$ cat config.mk
export PLATFORM = sky130hd
export DESIGN_NAME = brk_unit
export DESIGN_NICKNAME = d
export VERILOG_FILES = /design/src/rtl/brk_pkg.sv /design/src/rtl/brk_chan.sv /design/src/rtl/brk_flags.sv /design/src/rtl/brk_unit.sv
export SDC_FILE = /design/constraint.sdc
export NUM_CORES = 1
export LEC_CHECK = 0
export BUFFER_PORTS_ARGS = -buffer_cell sky130_fd_sc_hd__clkbuf_2
export CAP_MARGIN = 0
export CORE_ASPECT_RATIO = 1.5
export CORE_MARGIN = 8
export CORE_UTILIZATION = 50
export CTS_CLUSTER_DIAMETER = 60
export DETAILED_ROUTE_END_ITERATION = 6
export HOLD_SLACK_MARGIN = 0.1
export PLACE_DENSITY = 0.8
export SYNTH_ARGS = -nofsm -noshare
export SYNTH_HDL_FRONTEND = slang
export SYNTH_HIERARCHICAL = 1
export SYNTH_SLANG_ARGS = --single-unit
$ cat constraint.sdc
create_clock -name clk -period 3.7 [get_ports clk]
set_input_delay 0.185 -clock clk [delete_from_list [all_inputs] [get_ports clk]]
set_output_delay 0.185 -clock clk [all_outputs]
set_load 0.005 [all_outputs]
$ cat src/rtl/brk_pkg.sv
package brk_pkg;

    localparam logic [11:0] OFS_FLAGS  = 12'h600;
    localparam logic [11:0] OFS_SHARED = 12'h620;
    localparam int          CH_STRIDE  = 32;

    typedef enum logic [1:0] {
        LEN_1B = 2'd0,
        LEN_2B = 2'd1,
        LEN_4B = 2'd2,
        LEN_8B = 2'd3
    } len_e;

    // bit 0 allows reads, bit 1 allows writes
    typedef enum logic [1:0] {
        DIR_NONE = 2'd0,
        DIR_RD   = 2'd1,
        DIR_WR   = 2'd2,
        DIR_RW   = 2'd3
    } dir_e;

    typedef struct packed {
        len_e len;
        dir_e dir;
        logic en;
    } chan_ctrl_t;

    typedef struct packed {
        logic pc_timing;
        logic brk_on_hit;
    } chan_act_t;

endpackage

$ cat src/rtl/brk_chan.sv
module brk_chan
    import brk_pkg::*;
#(
    parameter int AW = 32,
    parameter int DW = 32
) (
    input  logic          clk,
    input  logic          rst_n,
    input  logic          wr_ctrl,
    input  logic          wr_act,
    input  logic          wr_cmp,
    input  logic          wr_mask,
    input  logic [DW-1:0] wdata,
    input  logic          acc_valid,
    input  logic          acc_write,
    input  logic [1:0]    acc_size,
    input  logic [AW-1:0] acc_addr,
    output logic          hit,
    output logic          chan_en,
    output logic          brk_en,
    output logic [DW-1:0] rd_ctrl,
    output logic [DW-1:0] rd_act,
    output logic [DW-1:0] rd_cmp,
    output logic [DW-1:0] rd_mask
);

    chan_ctrl_t    ctrl_q;
    chan_act_t     act_q;
    logic [AW-1:0] cmp_q;
    logic [AW-1:0] mask_q;

    always_ff @(posedge clk or negedge rst_n) begin
        if (!rst_n) begin
            ctrl_q <= '0;
            act_q  <= '{pc_timing: 1'b1, brk_on_hit: 1'b1};
            cmp_q  <= '0;
            mask_q <= '0;
        end else begin
            if (wr_ctrl) begin
                ctrl_q.en  <= wdata[0];
                ctrl_q.dir <= dir_e'(wdata[2:1]);
                ctrl_q.len <= len_e'(wdata[5:4]);
            end
            if (wr_act) begin
                act_q.brk_on_hit <= wdata[0];
                act_q.pc_timing  <= wdata[1];
            end
            if (wr_cmp)  cmp_q  <= wdata[AW-1:0];
            if (wr_mask) mask_q <= wdata[AW-1:0];
        end
    end

    // comparator: the coarser of watched length and access size sets the granule
    logic [1:0]    gran_code;
    logic [AW-1:0] low_bits;
    logic [AW-1:0] care;
    logic          dir_ok;

    always_comb begin
        gran_code = (ctrl_q.len > acc_size) ? ctrl_q.len : acc_size;
        low_bits  = (AW'(1) << gran_code) - AW'(1);
        care      = ~(mask_q | low_bits);
        dir_ok    = acc_write ? ctrl_q.dir[1] : ctrl_q.dir[0];
        hit       = acc_valid && ctrl_q.en && dir_ok &&
                    (((acc_addr ^ cmp_q) & care) == '0);
    end

    assign chan_en = ctrl_q.en;
    assign brk_en  = act_q.brk_on_hit;
    assign rd_ctrl = {{(DW-6){1'b0}}, ctrl_q.len, 1'b0, ctrl_q.dir, ctrl_q.en};
    assign rd_act  = {{(DW-2){1'b0}}, act_q.pc_timing, act_q.brk_on_hit};
    assign rd_cmp  = DW'(cmp_q);
    assign rd_mask = DW'(mask_q);

endmodule

$ cat src/rtl/brk_flags.sv
module brk_flags #(
    parameter int NCH = 2
) (
    input  logic           clk,
    input  logic           rst_n,
    input  logic [NCH-1:0] hit,
    input  logic           wr_flags,
    input  logic [NCH-1:0] wdata,
    output logic [NCH-1:0] flags
);

    logic [NCH-1:0] kept;

    always_comb begin
        kept = wr_flags ? (flags & wdata) : flags;
    end

    always_ff @(posedge clk or negedge rst_n) begin
        if (!rst_n) flags <= '0;
        else        flags <= kept | hit;
    end

endmodule

$ cat src/rtl/brk_unit.sv
module brk_unit
    import brk_pkg::*;
#(
    parameter int          NCH       = 2,
    parameter int          AW        = 32,
    parameter int          DW        = 32,
    parameter int          RAW       = 12,
    parameter logic [11:0] TRAP_CODE = 12'h1E0
) (
    input  logic           clk,
    input  logic           rst_n,
    input  logic           reg_wr,
    input  logic [RAW-1:0] reg_addr,
    input  logic [DW-1:0]  reg_wdata,
    output logic [DW-1:0]  reg_rdata,
    input  logic           acc_valid,
    input  logic           acc_write,
    input  logic [1:0]     acc_size,
    input  logic [AW-1:0]  acc_addr,
    output logic [NCH-1:0] match_flags,
    output logic           brk_req,
    output logic [11:0]    brk_code
);

    localparam int IDXW = RAW - 5;

    logic [NCH-1:0] hit;
    logic [NCH-1:0] chan_en;
    logic [NCH-1:0] brk_en;
    logic [DW-1:0]  rd_ctrl [NCH];
    logic [DW-1:0]  rd_act  [NCH];
    logic [DW-1:0]  rd_cmp  [NCH];
    logic [DW-1:0]  rd_mask [NCH];
    logic [DW-1:0]  shared_q;

    logic sel_flags;
    logic sel_shared;

    assign sel_flags  = (reg_addr[RAW-1:2] == OFS_FLAGS[RAW-1:2]);
    assign sel_shared = (reg_addr[RAW-1:2] == OFS_SHARED[RAW-1:2]);

    for (genvar g = 0; g < NCH; g++) begin : g_chan
        logic in_chan;
        assign in_chan = reg_wr && (reg_addr[RAW-1:5] == IDXW'(g)) && !reg_addr[4];

        brk_chan #(.AW(AW), .DW(DW)) u_chan (
            .clk       (clk),
            .rst_n     (rst_n),
            .wr_ctrl   (in_chan && reg_addr[3:2] == 2'd0),
            .wr_act    (in_chan && reg_addr[3:2] == 2'd1),
            .wr_cmp    (in_chan && reg_addr[3:2] == 2'd2),
            .wr_mask   (in_chan && reg_addr[3:2] == 2'd3),
            .wdata     (reg_wdata),
            .acc_valid (acc_valid),
            .acc_write (acc_write),
            .acc_size  (acc_size),
            .acc_addr  (acc_addr),
            .hit       (hit[g]),
            .chan_en   (chan_en[g]),
            .brk_en    (brk_en[g]),
            .rd_ctrl   (rd_ctrl[g]),
            .rd_act    (rd_act[g]),
            .rd_cmp    (rd_cmp[g]),
            .rd_mask   (rd_mask[g])
        );
    end

    brk_flags #(.NCH(NCH)) u_flags (
        .clk      (clk),
        .rst_n    (rst_n),
        .hit      (hit),
        .wr_flags (reg_wr && sel_flags),
        .wdata    (reg_wdata[NCH-1:0]),
        .flags    (match_flags)
    );

    always_ff @(posedge clk or negedge rst_n) begin
        if (!rst_n)                    shared_q <= '0;
        else if (reg_wr && sel_shared) shared_q <= reg_wdata;
    end

    always_comb begin
        reg_rdata = '0;
        if (sel_flags) begin
            reg_rdata[NCH-1:0] = match_flags;
        end else if (sel_shared) begin
            reg_rdata = shared_q;
        end else if (!reg_addr[4]) begin
            for (int i = 0; i < NCH; i++) begin
                if (reg_addr[RAW-1:5] == IDXW'(i)) begin
                    unique case (reg_addr[3:2])
                        2'd0: reg_rdata = rd_ctrl[i];
                        2'd1: reg_rdata = rd_act[i];
                        2'd2: reg_rdata = rd_cmp[i];
                        2'd3: reg_rdata = rd_mask[i];
                    endcase
                end
            end
        end
    end

    assign brk_req  = |(match_flags & brk_en);
    assign brk_code = brk_req ? TRAP_CODE : 12'h000;

endmodule

==> out/qor.yml, run 1 <==
dp_hpwl_um: 19800
slew_headroom_pct: 36.9
core_region_area_sq_um: 21500
max_freq_mhz: 392
holdCritPathClass: "in -> reg"
yosys_register_bits: 176
cellLeakagePower_nw: 5.71
setup_viol: 0
hold_viol_final: 0
yosys.area_share.simple_pct: 4.20
tightestPinTransition_ns: 0.946
yosysUniqueCellTypes: 41
reg2regPathDepth: 8
fin_nets: 1096
p_per_area_nw_per_um2: 346
maxCapViolCount: 0
final_util_pct: 56.3
viasPerCell: 5.61
grt_pass1_wl_um: 43200
clock-sinks: 176
post-route-min-period_ns: 2.55
yosys_warnings: 6
dr.pass1.iters: 4
syn_area_sq_um: 10800
num_rows: 66
cts-root-buf: "clkbuf_16"
end_kind: "output port"
holdPathStages: 2
grt_usage_pct: 21.3
syn_area_per_cell_sq_um: 12.4
gp_congestion: 0.826
fin_skew_ns: 0.00953
initial_utilization_pct: 50.4
maxSlewViolCount: 0
period_share_pct: 68.9
drt_iter0_drc: 419
syn2layout_area_growth_pct: 11.7
die_h_um: 196
first_global_vias: 7789
required_ns: 3.51
drive_gt1_share_pct: 40.1
cts.clk_slew.worst_paths_ns: 0.07
post-cts-setup-buffers: 0
clk_latency_ns: 0.44
p_total_mw: 4.18
synthFlopType: "dfrtp_1"
synth_top_family_by_area: "multiplexers"
path_class: "in -> out"
rsz0062_at_grt: "no"
synth_xor_xnor_area_share_pct: 5.18
wl_um: 27800
synth-adder-area-share_pct: 0.925
crit_path_max_fanout: 37
synth-seq-area-share_pct: 40.7
place_inst: 1227
async_flop_share_pct: 100
critPathArrivalTime_ns: 2.36
h-tree-depth: 4
synth_compound_area_share_pct: 5.82
io_pins: 130
finalNonFillerCells: 1291
die_area_sq_um: 26700
cts_tree: "done"
fin_setup_tns_ns: 0
numCtsBuffers: 17
synth_mux_area_share_pct: 31.6
drc_errors: 0
grt_max_degree: 100
synth_edf_count: 0
ir_worst_vdd_mv: 0.276
ctsResizeCount: 0
cp-start-kind: "input pin"
status: "complete, no violations"
via_count: 7241
routedWlPerCell_um: 21.5
postRouteAntennaNets: 0
fp.dieW_um: 136
clock_path_buffers: 2
synth_cells: 872
port_buffers: 119
grt_antenna_before_repair: 1
overflow: 0
[registers in the layout (all words and copies together) (netlist names)]
register               flops
g_chan.u_chan/rd_cmp      64
g_chan.u_chan/rd_mask     64
shared_q                  32
g_chan.u_chan/rd_ctrl      8
g_chan.u_chan/brk_en       2
g_chan.u_chan/chan_en      2
g_chan.u_chan/rd_act       2
u_flags/flags              2
[layout make-up]
cell class | instances | area (sq um)
clock buffers | 20 | 437
inverters | 12 | 45.0
repair buffers | 172 | 1080
multi-input cells | 626 | 5650
diodes | 1 | 2.50
fillers | 1766 | 9380
well taps | 272 | 340
flip-flops and latches | 176 | 4410
clock inverters | 12 | 121
[what timing repair did]
item | in CTS | in global routing
hold endpoints to repair | 236 | 0
hold buffers | 31 | 0
endpoints found under the setup margin | 0 | 0
[cell usage after synthesis, drive strengths merged (2+ instances only)]
library cell    n  area [sq um]
nor2           16          60.1
conb            3          11.3
o2111ai         2          17.5
nand2b          2          12.5
nand4           2          12.5
o21ai          36           180
buf           159          1130
nor4            9          56.3
nor3            5          36.3
or4             2          18.8
mux4           64          1440
inv            11          41.3
o22ai          60           375
mux2i           6          60.1
and4b           2          20.0
xor2            2          17.5
ha              8           100
mux2          170          1910
nand3b          3          22.5
clkbuf         18          67.6
xnor2          62           543
dfrtp         172          4300
o21a            2          15.0
dfstp           4           105
nand2          39           146
nor4b           3          38.8
a21o            2          15.0
o32ai           2          17.5
[through the flow]
step | hold slack, ns | setup slack (ns) | area, sq um
after floorplan | -0.111 | 1.39 | 11300
after global placement | 0.342 | 1.08 | 11200
after detailed placement | 0.352 | 1.03 | 11200
after CTS | 0.117 | 1.11 | 12100
after global routing | 0.143 | 1.06 | 12100
final | 0.145 | 1.15 | 12100
[worst paths after layout]
check                      slack, ns                         from                     endpoint
max                             1.15                  reg_addr[3]                 reg_rdata[5]
min                             0.15                 reg_wdata[1]  g_chan[1].u_chan/rd_mask[1]
max reg2reg                     1.73  g_chan[1].u_chan/rd_ctrl[5]             u_flags/flags[1]
min reg2reg                     0.50                 shared_q[15]                 shared_q[15]
max in group asynchronous       2.29                        rst_n                 shared_q[15]
min in group asynchronous       0.41                        rst_n                 shared_q[27]
[where the power goes]
group          switching, mW  leakage [nW]  internal [mW]
clock                  0.753         0.269          0.986
sequential            0.0236          2.42           1.95
combinational          0.242          3.02          0.219
total                   1.02          5.71           3.16
[cell usage in the layout, fill, tap and decap left out, types with 24 or more instances in the layout]
cell,n
dfrtp_1,172
mux2_2,161
conb_1,122
clkbuf_2,116
mux4_2,64
xnor2_1,62
o22ai_1,60
nand2_1,39
o21ai_0,36
dlygate4sd3_1,31
buf_4,24
[cell families after synthesis]
family | after synthesis
muxes | 240
buffers and inverters | 189
DFF | 176
AOI/OAI and AO/OA | 105
and+or+nand+nor | 87
xor gates and xnor gates | 64
adders and majority gates | 8
other | 3
[per-layer routing]
| layer | global-route usage (%) | up-vias | share of wire [%] |
|---|---|---|---|
| li1 | - | 3216 | - |
| met1 | 23.6 | 3744 | 37 |
| met2 | 37.2 | 222 | 53 |
| met3 | 4.22 | 59 | 4.4 |
| met4 | 12.0 | 0 | 4.7 |
| met5 | 0 | - | 0 |
[critical path, stage by stage]
cell and delay (ns):
buf_4 0.43, buf_4 0.64, mux4_2 0.58, o22ai_1 0.17, o21ai_0 0.17, clkbuf_2 0.16
(Power assumes the default switching activity.)
==> run 2, diff against run 1 <==
PLACE_DENSITY = 0.83   (was 0.8)
clock period = 2.3 ns   (was 3.7 ns; I/O delays follow)
==> run 2 against run 1 <==
Effect of this change: utilization increased by 1.4 points; via count grew 5.3%; global-route usage is 1.6 points higher; clock skew grew 0.0032 ns.
==> out/qor.yml, run 2 (synthesis gave the netlist of run 1 again) <==
post-route-min-period_ns: 2.09
slowest_stage: "nor4b_2"  # was buf_4
syn2layout_area_growth_pct: 14.5  # was 11.7%
ctsHoldBuffers: 33  # was 31
grt_pass1_wl_um: 46600  # was 43200 um
overflow: 0  # unchanged
clock-sinks: 176  # unchanged
drt_iter0_drc: 491  # was 419
swShare_pct: 24.2  # was 24.4%
grt_busiest_layer: "met2"  # unchanged
clockPowerShare_pct: 44.4  # was 41.6%
fin_setup_tns_ns: 0  # unchanged
cp-start-kind: "input pin"  # unchanged
clock_path_buffers: 2  # unchanged
use_met3_pct: 4.99  # was 4.22%
via_count: 7624  # was 7241
drc_errors: 0  # unchanged
power.internal_mw: 5.40  # was 3.16 mW
grt_usage_pct: 23.0  # was 21.3%
p_per_area_nw_per_um2: 575  # was 346 nW/um^2
critPathArrivalTime_ns: 1.98  # was 2.36 ns
initial_utilization_pct: 50.4  # unchanged
slew_headroom_pct: 59.6  # was 36.9%
grt_antenna_before_repair: 1  # unchanged
p_total_mw: 7.12  # was 4.18 mW
cts_tree: "done"  # unchanged
power_frac_seq_pct: 44.7  # was 47.3%
cp_slowest_stage_delay_ns: 0.42  # was 0.64 ns
finalNonFillerCells: 1303  # was 1291
mostFrequentLayoutCells: "172 x dfrtp_1, 161 x mux2_2, 122 x conb_1"  # unchanged
cts.clk_slew.worst_paths_ns: 0.06  # was 0.07 ns
path_class: "in -> out"  # unchanged
layout_commonest_cell: "dfrtp_1"  # unchanged
max_freq_mhz: 478
die_area_sq_um: 26700  # unchanged
clk_latency_ns: 0.44  # about the same
grt_use_met1_pct: 24.3  # was 23.6%
power_frac_comb_pct: 11.0  # about the same
end_kind: "output port"  # unchanged
crit_top_cell: "clkbuf_2"  # was buf_4
status: "complete, no violations"  # unchanged
io_pins: 130  # unchanged
reg2regPathDepth: 8  # unchanged
dr.pass1.iters: 5  # was 4
cts-root-buf: "clkbuf_16"  # unchanged
viasPerCell: 5.85  # was 5.61
holdCritPathClass: "in -> async"  # was in -> reg
numCtsBuffers: 17  # unchanged
drive_gt1_share_pct: 40.8  # was 40.1%
crit_path_max_fanout: 14  # was 37
setup_viol: 0  # unchanged
ir_worst_vdd_mv: 0.450  # was 0.276 mV
first_global_vias: 8508  # was 7789
rsz0062_at_grt: "no"  # unchanged
port_buffers: 119  # unchanged
core_region_area_sq_um: 21500  # unchanged
period_share_pct: 91.0
routedWlPerCell_um: 22.9  # was 21.5 um
path_cells: "clkbuf_2, clkinv_1, nor4b_2, buf_4, nand2_1, o21ai_0, clkbuf_2"  # was buf_4, buf_4, mux4_2, o22ai_1, o21ai_0, clkbuf_2
maxCapViolCount: 0  # unchanged
crit_buf_inv: 4  # was 3
fp.dieW_um: 136  # unchanged
power.switching_mw: 1.72  # was 1.02 mW
tightestPinTransition_ns: 0.605  # was 0.946 ns
hold_viol_final: 0  # unchanged
fin_nets: 1108  # was 1096
crit_cells: 7  # was 6
gp_congestion: 0.876  # was 0.826
die_h_um: 196  # unchanged
h-tree-depth: 4  # unchanged
postRouteAntennaNets: 0  # unchanged
fin_skew_ns: 0.0127  # was 0.00953 ns
dp_hpwl_um: 20600  # was 19800 um
required_ns: 2.18  # was 3.51 ns
grt_max_degree: 64  # was 100
cp_top_family: "buffers and inverters"  # unchanged
grt_use_met2_pct: 38.0  # was 37.2%
cellLeakagePower_nw: 5.84  # was 5.71 nW
wl_um: 29800  # was 27800 um
post-cts-setup-buffers: 0  # unchanged
ctsResizeCount: 0  # unchanged
final_util_pct: 57.7  # was 56.3%
num_rows: 66  # unchanged
maxSlewViolCount: 0  # unchanged
place_inst: 1237  # was 1227
==> run 2: cell types whose count changed in the layout (fill, tap and decap cells not counted), sizes merged <==
| cell | change |
|---|---|
| bufinv | +2 |
| clkinv | -3 |
| buf | +10 |
| inv | +1 |
| dlygate4sd3 | +2 |
==> run 2: power by group through the flow <==
stage	logic (mW)	registers (mW)	clock network [mW]
3_3_place_gp	0.698	3.23	0
3_5_place_dp	0.714	3.24	0
2_1_floorplan	0.551	3.23	0
4_1_cts	0.768	3.18	3.18
5_1_grt	0.846	3.19	3.29
6_report	0.781	3.18	3.16
==> run 2: metal layers <==
metal  up-vias  part of all wire (%)  wire (um)
met4         0                   7.8       2310
met2       359                    51      15200
met1      3884                    35      10400
met5         -                     0          0
met3       142                   6.2       1850
li1       3239                     -          -
==> run 2: final cells by class <==
type | instances | area, sq um
diodes | 1 | 2.50
inverters | 12 | 45.0
clock buffers | 20 | 457
repair buffers | 184 | 1300
fillers | 1671 | 9080
flip-flops and latches | 176 | 4410
multi-input cells | 626 | 5650
well taps | 272 | 340
clock inverters | 12 | 183
==> run 2: worst register-to-register path: stages, from the launching register on <==
cell and delay [ns]:
dfrtp_1 0.37, inv_1 0.09, ha_1 0.33, nor2_1 0.06
o22ai_1 0.18, mux2i_1 0.35, and4b_1 0.26, nor4b_2 0.06
a21o_1 0.16
==> run 2: final timing paths <==
path	startpoint	endpoint	slack, ns
setup / recovery	reg_addr[5]	reg_rdata[10]	0.21
hold / removal	rst_n	g_chan[0].u_chan/rd_cmp[23]	0.24
setup reg to reg	g_chan[1].u_chan/rd_ctrl[5]	u_flags/flags[1]	0.35
hold reg to reg	shared_q[5]	shared_q[5]	0.50
max in group asynchronous	rst_n	g_chan[1].u_chan/rd_act[1]	1.31
min in group clk	acc_valid	u_flags/flags[0]	0.25
==> run 2: metrics by stage <==
step | hold slack (ns) | instance area, sq um | worst slack [ns]
2_1_floorplan | -0.181 | 11300 | 0.0626
3_3_place_gp | 0.144 | 11400 | 0.0753
3_5_place_dp | 0.139 | 11400 | 0.0406
4_1_cts | 0.237 | 12400 | 0.298
5_1_grt | 0.286 | 12400 | 0.111
6_report | 0.245 | 12400 | 0.206
==> run 3, diff against run 2 <==
BUFFER_PORTS_ARGS = not set   (was -buffer_cell sky130_fd_sc_hd__clkbuf_2)
DONT_BUFFER_PORTS = 1   (was not set)
PLACE_DENSITY = 0.78   (was 0.83)
==> run 3 against run 2 <==
Effect of this change: the run now ends with negative hold slack left; via count is 12% lower; global-route usage is 1.9 points lower; critical endpoint is now u_flags/flags[1]; sequential share of layout area is 2.4 points higher; sequential power hardly changed; highest routed layer unchanged; critical path depth is 1 higher; routed wire length is 8.8% lower; fmax is 5.3% higher; critical path type is now reg -> reg; first-iteration DRC count is 1.4% higher; sequential cell count stayed put; clock power is 5% lower; combinational power is 36% lower; setup slack better by 0.11 ns.
==> out/qor.yml, run 3 (synthesis gave the netlist of run 1 again) <==
status: "finished with violations"  # was complete, no violations
core_region_area_sq_um: 21500  # unchanged
port_buffers: 0  # was 119
gp_congestion: 0.831  # was 0.876
fin_hold_ws_ns: -0.613  # was 0.245 ns
layout_commonest_cell: "dfrtp_1"  # unchanged
postRouteAntennaNets: 0  # unchanged
maxCapViolCount: 0  # unchanged
cts.clk_slew.worst_paths_ns: 0.07  # was 0.06 ns
hold_viol_final: 176  # was 0
required_ns: 2.67  # was 2.18 ns
clock-sinks: 176  # unchanged
cp-start-kind: "flop"  # was input pin
critPathArrivalTime_ns: 2.36  # was 1.98 ns
overflow: 0  # unchanged
io_pins: 130  # unchanged
fin_setup_tns_ns: 0  # unchanged
setup_viol: 0  # unchanged
numCtsBuffers: 17  # unchanged
clock_path_buffers: 2  # unchanged
h-tree-depth: 4  # unchanged
num_rows: 66  # unchanged
die_h_um: 196  # unchanged
viasPerCell: 5.76  # was 5.85
grt_pass1_wl_um: 42300  # was 46600 um
swShare_pct: 21.9  # was 24.2%
fp.dieW_um: 136  # unchanged
drt_iter0_drc: 498  # was 491
power.internal_mw: 5.22  # was 5.40 mW
crit_path_max_fanout: 3  # was 14
fin_nets: 977  # was 1108
r2r_start: "g_chan[1].u_chan/rd_ctrl[5]"  # unchanged
dr.pass1.iters: 5  # unchanged
fin_skew_ns: 0.00585  # was 0.0127 ns
maxSlewViolCount: 0  # unchanged
grt_max_degree: 177  # was 64
post-cts-setup-buffers: 0  # unchanged
initial_utilization_pct: 50.4  # unchanged
clockPowerShare_pct: 45.0  # was 44.4%
via_count: 6746  # was 7624
clk_latency_ns: 0.42  # was 0.44 ns
rsz0062_at_grt: "no"  # unchanged
violations: "negative hold slack"
post-route-min-period_ns: 1.99  # was 2.09 ns
first_global_vias: 7378  # was 8508
p_per_area_nw_per_um2: 577  # was 575 nW/um^2
die_area_sq_um: 26700  # unchanged
antenna_cells: 0  # was 1
cts-root-buf: "clkbuf_16"  # unchanged
power_frac_comb_pct: 7.5  # was 11.0%
tightestPinTransition_ns: 0.506  # was 0.605 ns
grt_antenna_before_repair: 0  # was 1
ctsHoldBuffers: 36  # was 33
period_share_pct: 86.4  # was 91.0%
crit_path_start: "g_chan[1].u_chan/rd_ctrl[5]"  # was reg_addr[5]
path_class: "reg -> reg"  # was in -> out
syn2layout_area_growth_pct: 7.18  # was 14.5%
cts_tree: "done"  # unchanged
cellLeakagePower_nw: 5.21  # was 5.84 nW
end_kind: "flop"  # was output port
power.switching_mw: 1.47  # was 1.72 mW
holdCritPathClass: "in -> async"  # unchanged
mostFrequentLayoutCells: "172 x dfrtp_1, 161 x mux2_2, 122 x conb_1"  # unchanged
drive_gt1_share_pct: 31.7  # was 40.8%
grt_usage_pct: 21.1  # was 23.0%
max_freq_mhz: 503  # was 478 MHz
power_frac_seq_pct: 47.5  # was 44.7%
drc_errors: 0  # unchanged
dp_hpwl_um: 18500  # was 20600 um
slew_headroom_pct: 65.9  # was 59.6%
routedWlPerCell_um: 23.2  # was 22.9 um
wl_um: 27200  # was 29800 um
num-fill-cells: 1769  # was 1671
ctsResizeCount: 0  # unchanged
ir_worst_vdd_mv: 0.500  # was 0.450 mV
[run 3: cell types whose count changed in the layout (fill, tap and decap cells not counted), moves of 3 or more]
cell,change
buf_12,-6
dlygate4sd3_1,+3
clkbuf_2,-116
buf_4,-11
[run 3: worst max-delay path: stages, from the launching register on]
cell,delay (ns)
dfrtp_1,0.37
inv_1,0.09
ha_1,0.18
inv_1,0.11
o32ai_1,0.12
nor4_1,0.38
o2111ai_1,0.19
nor4b_2,0.37
a21o_1,0.12
[run 3: power by group through the flow]
stage               registers, mW  logic, mW  clock network, mW
floorplan                    3.23      0.551                  0
global placement             3.23      0.397                  0
detailed placement           3.24      0.405                  0
CTS                          3.18      0.497               3.06
global route                 3.18      0.541               3.19
finish                       3.18      0.501               3.01
[run 3: layout make-up]
type | count | area, sq um | area share (%)
repair buffers | 53 | 538 | 4.64
clock buffers | 21 | 460 | 3.97
flip-flops and latches | 176 | 4410 | 38.0
clock inverters | 11 | 155 | 1.34
well taps | 272 | 340 | 2.93
multi-input cells | 626 | 5650 | 48.7
inverters | 12 | 45.0 | 0.388
[run 3: worst paths after layout]
check                                              end  depth (start not counted)  slack [ns]
max                                   u_flags/flags[1]                          8        0.31
min                        g_chan[1].u_chan/rd_cmp[27]                          0       -0.61
max reg2reg                           u_flags/flags[1]                          8        0.31
min reg2reg                                shared_q[5]                          1        0.50
max in group asynchronous   g_chan[1].u_chan/rd_act[1]                          0        2.54
min in group clk                      u_flags/flags[0]                          5        0.15
[run 3: per-stage QoR]
step / setup slack (ns) / util, % / cells / power [mW] / cell area, sq um
after floorplan: 0.0626 / - / 991 / 3.78 / 11300
after global placement: 0.162 / 49.5 / 1103 / 3.63 / 10600
after detailed placement: 0.135 / 49.5 / 1103 / 3.64 / 10600
after CTS: 0.303 / 54.0 / 1171 / 6.74 / 11600
after global routing: 0.215 / 54.0 / 1171 / 6.92 / 11600
final: 0.312 / 54.0 / 1171 / 6.69 / 11600
[run 3: routing by layer]
layer	up-vias	wire length (um)	GRT usage (%)
met3	61	1720	4.51
li1	2964	-	-
met4	0	1590	13.6
met2	223	14200	35.8
met1	3498	9650	23.2
met5	-	0	0
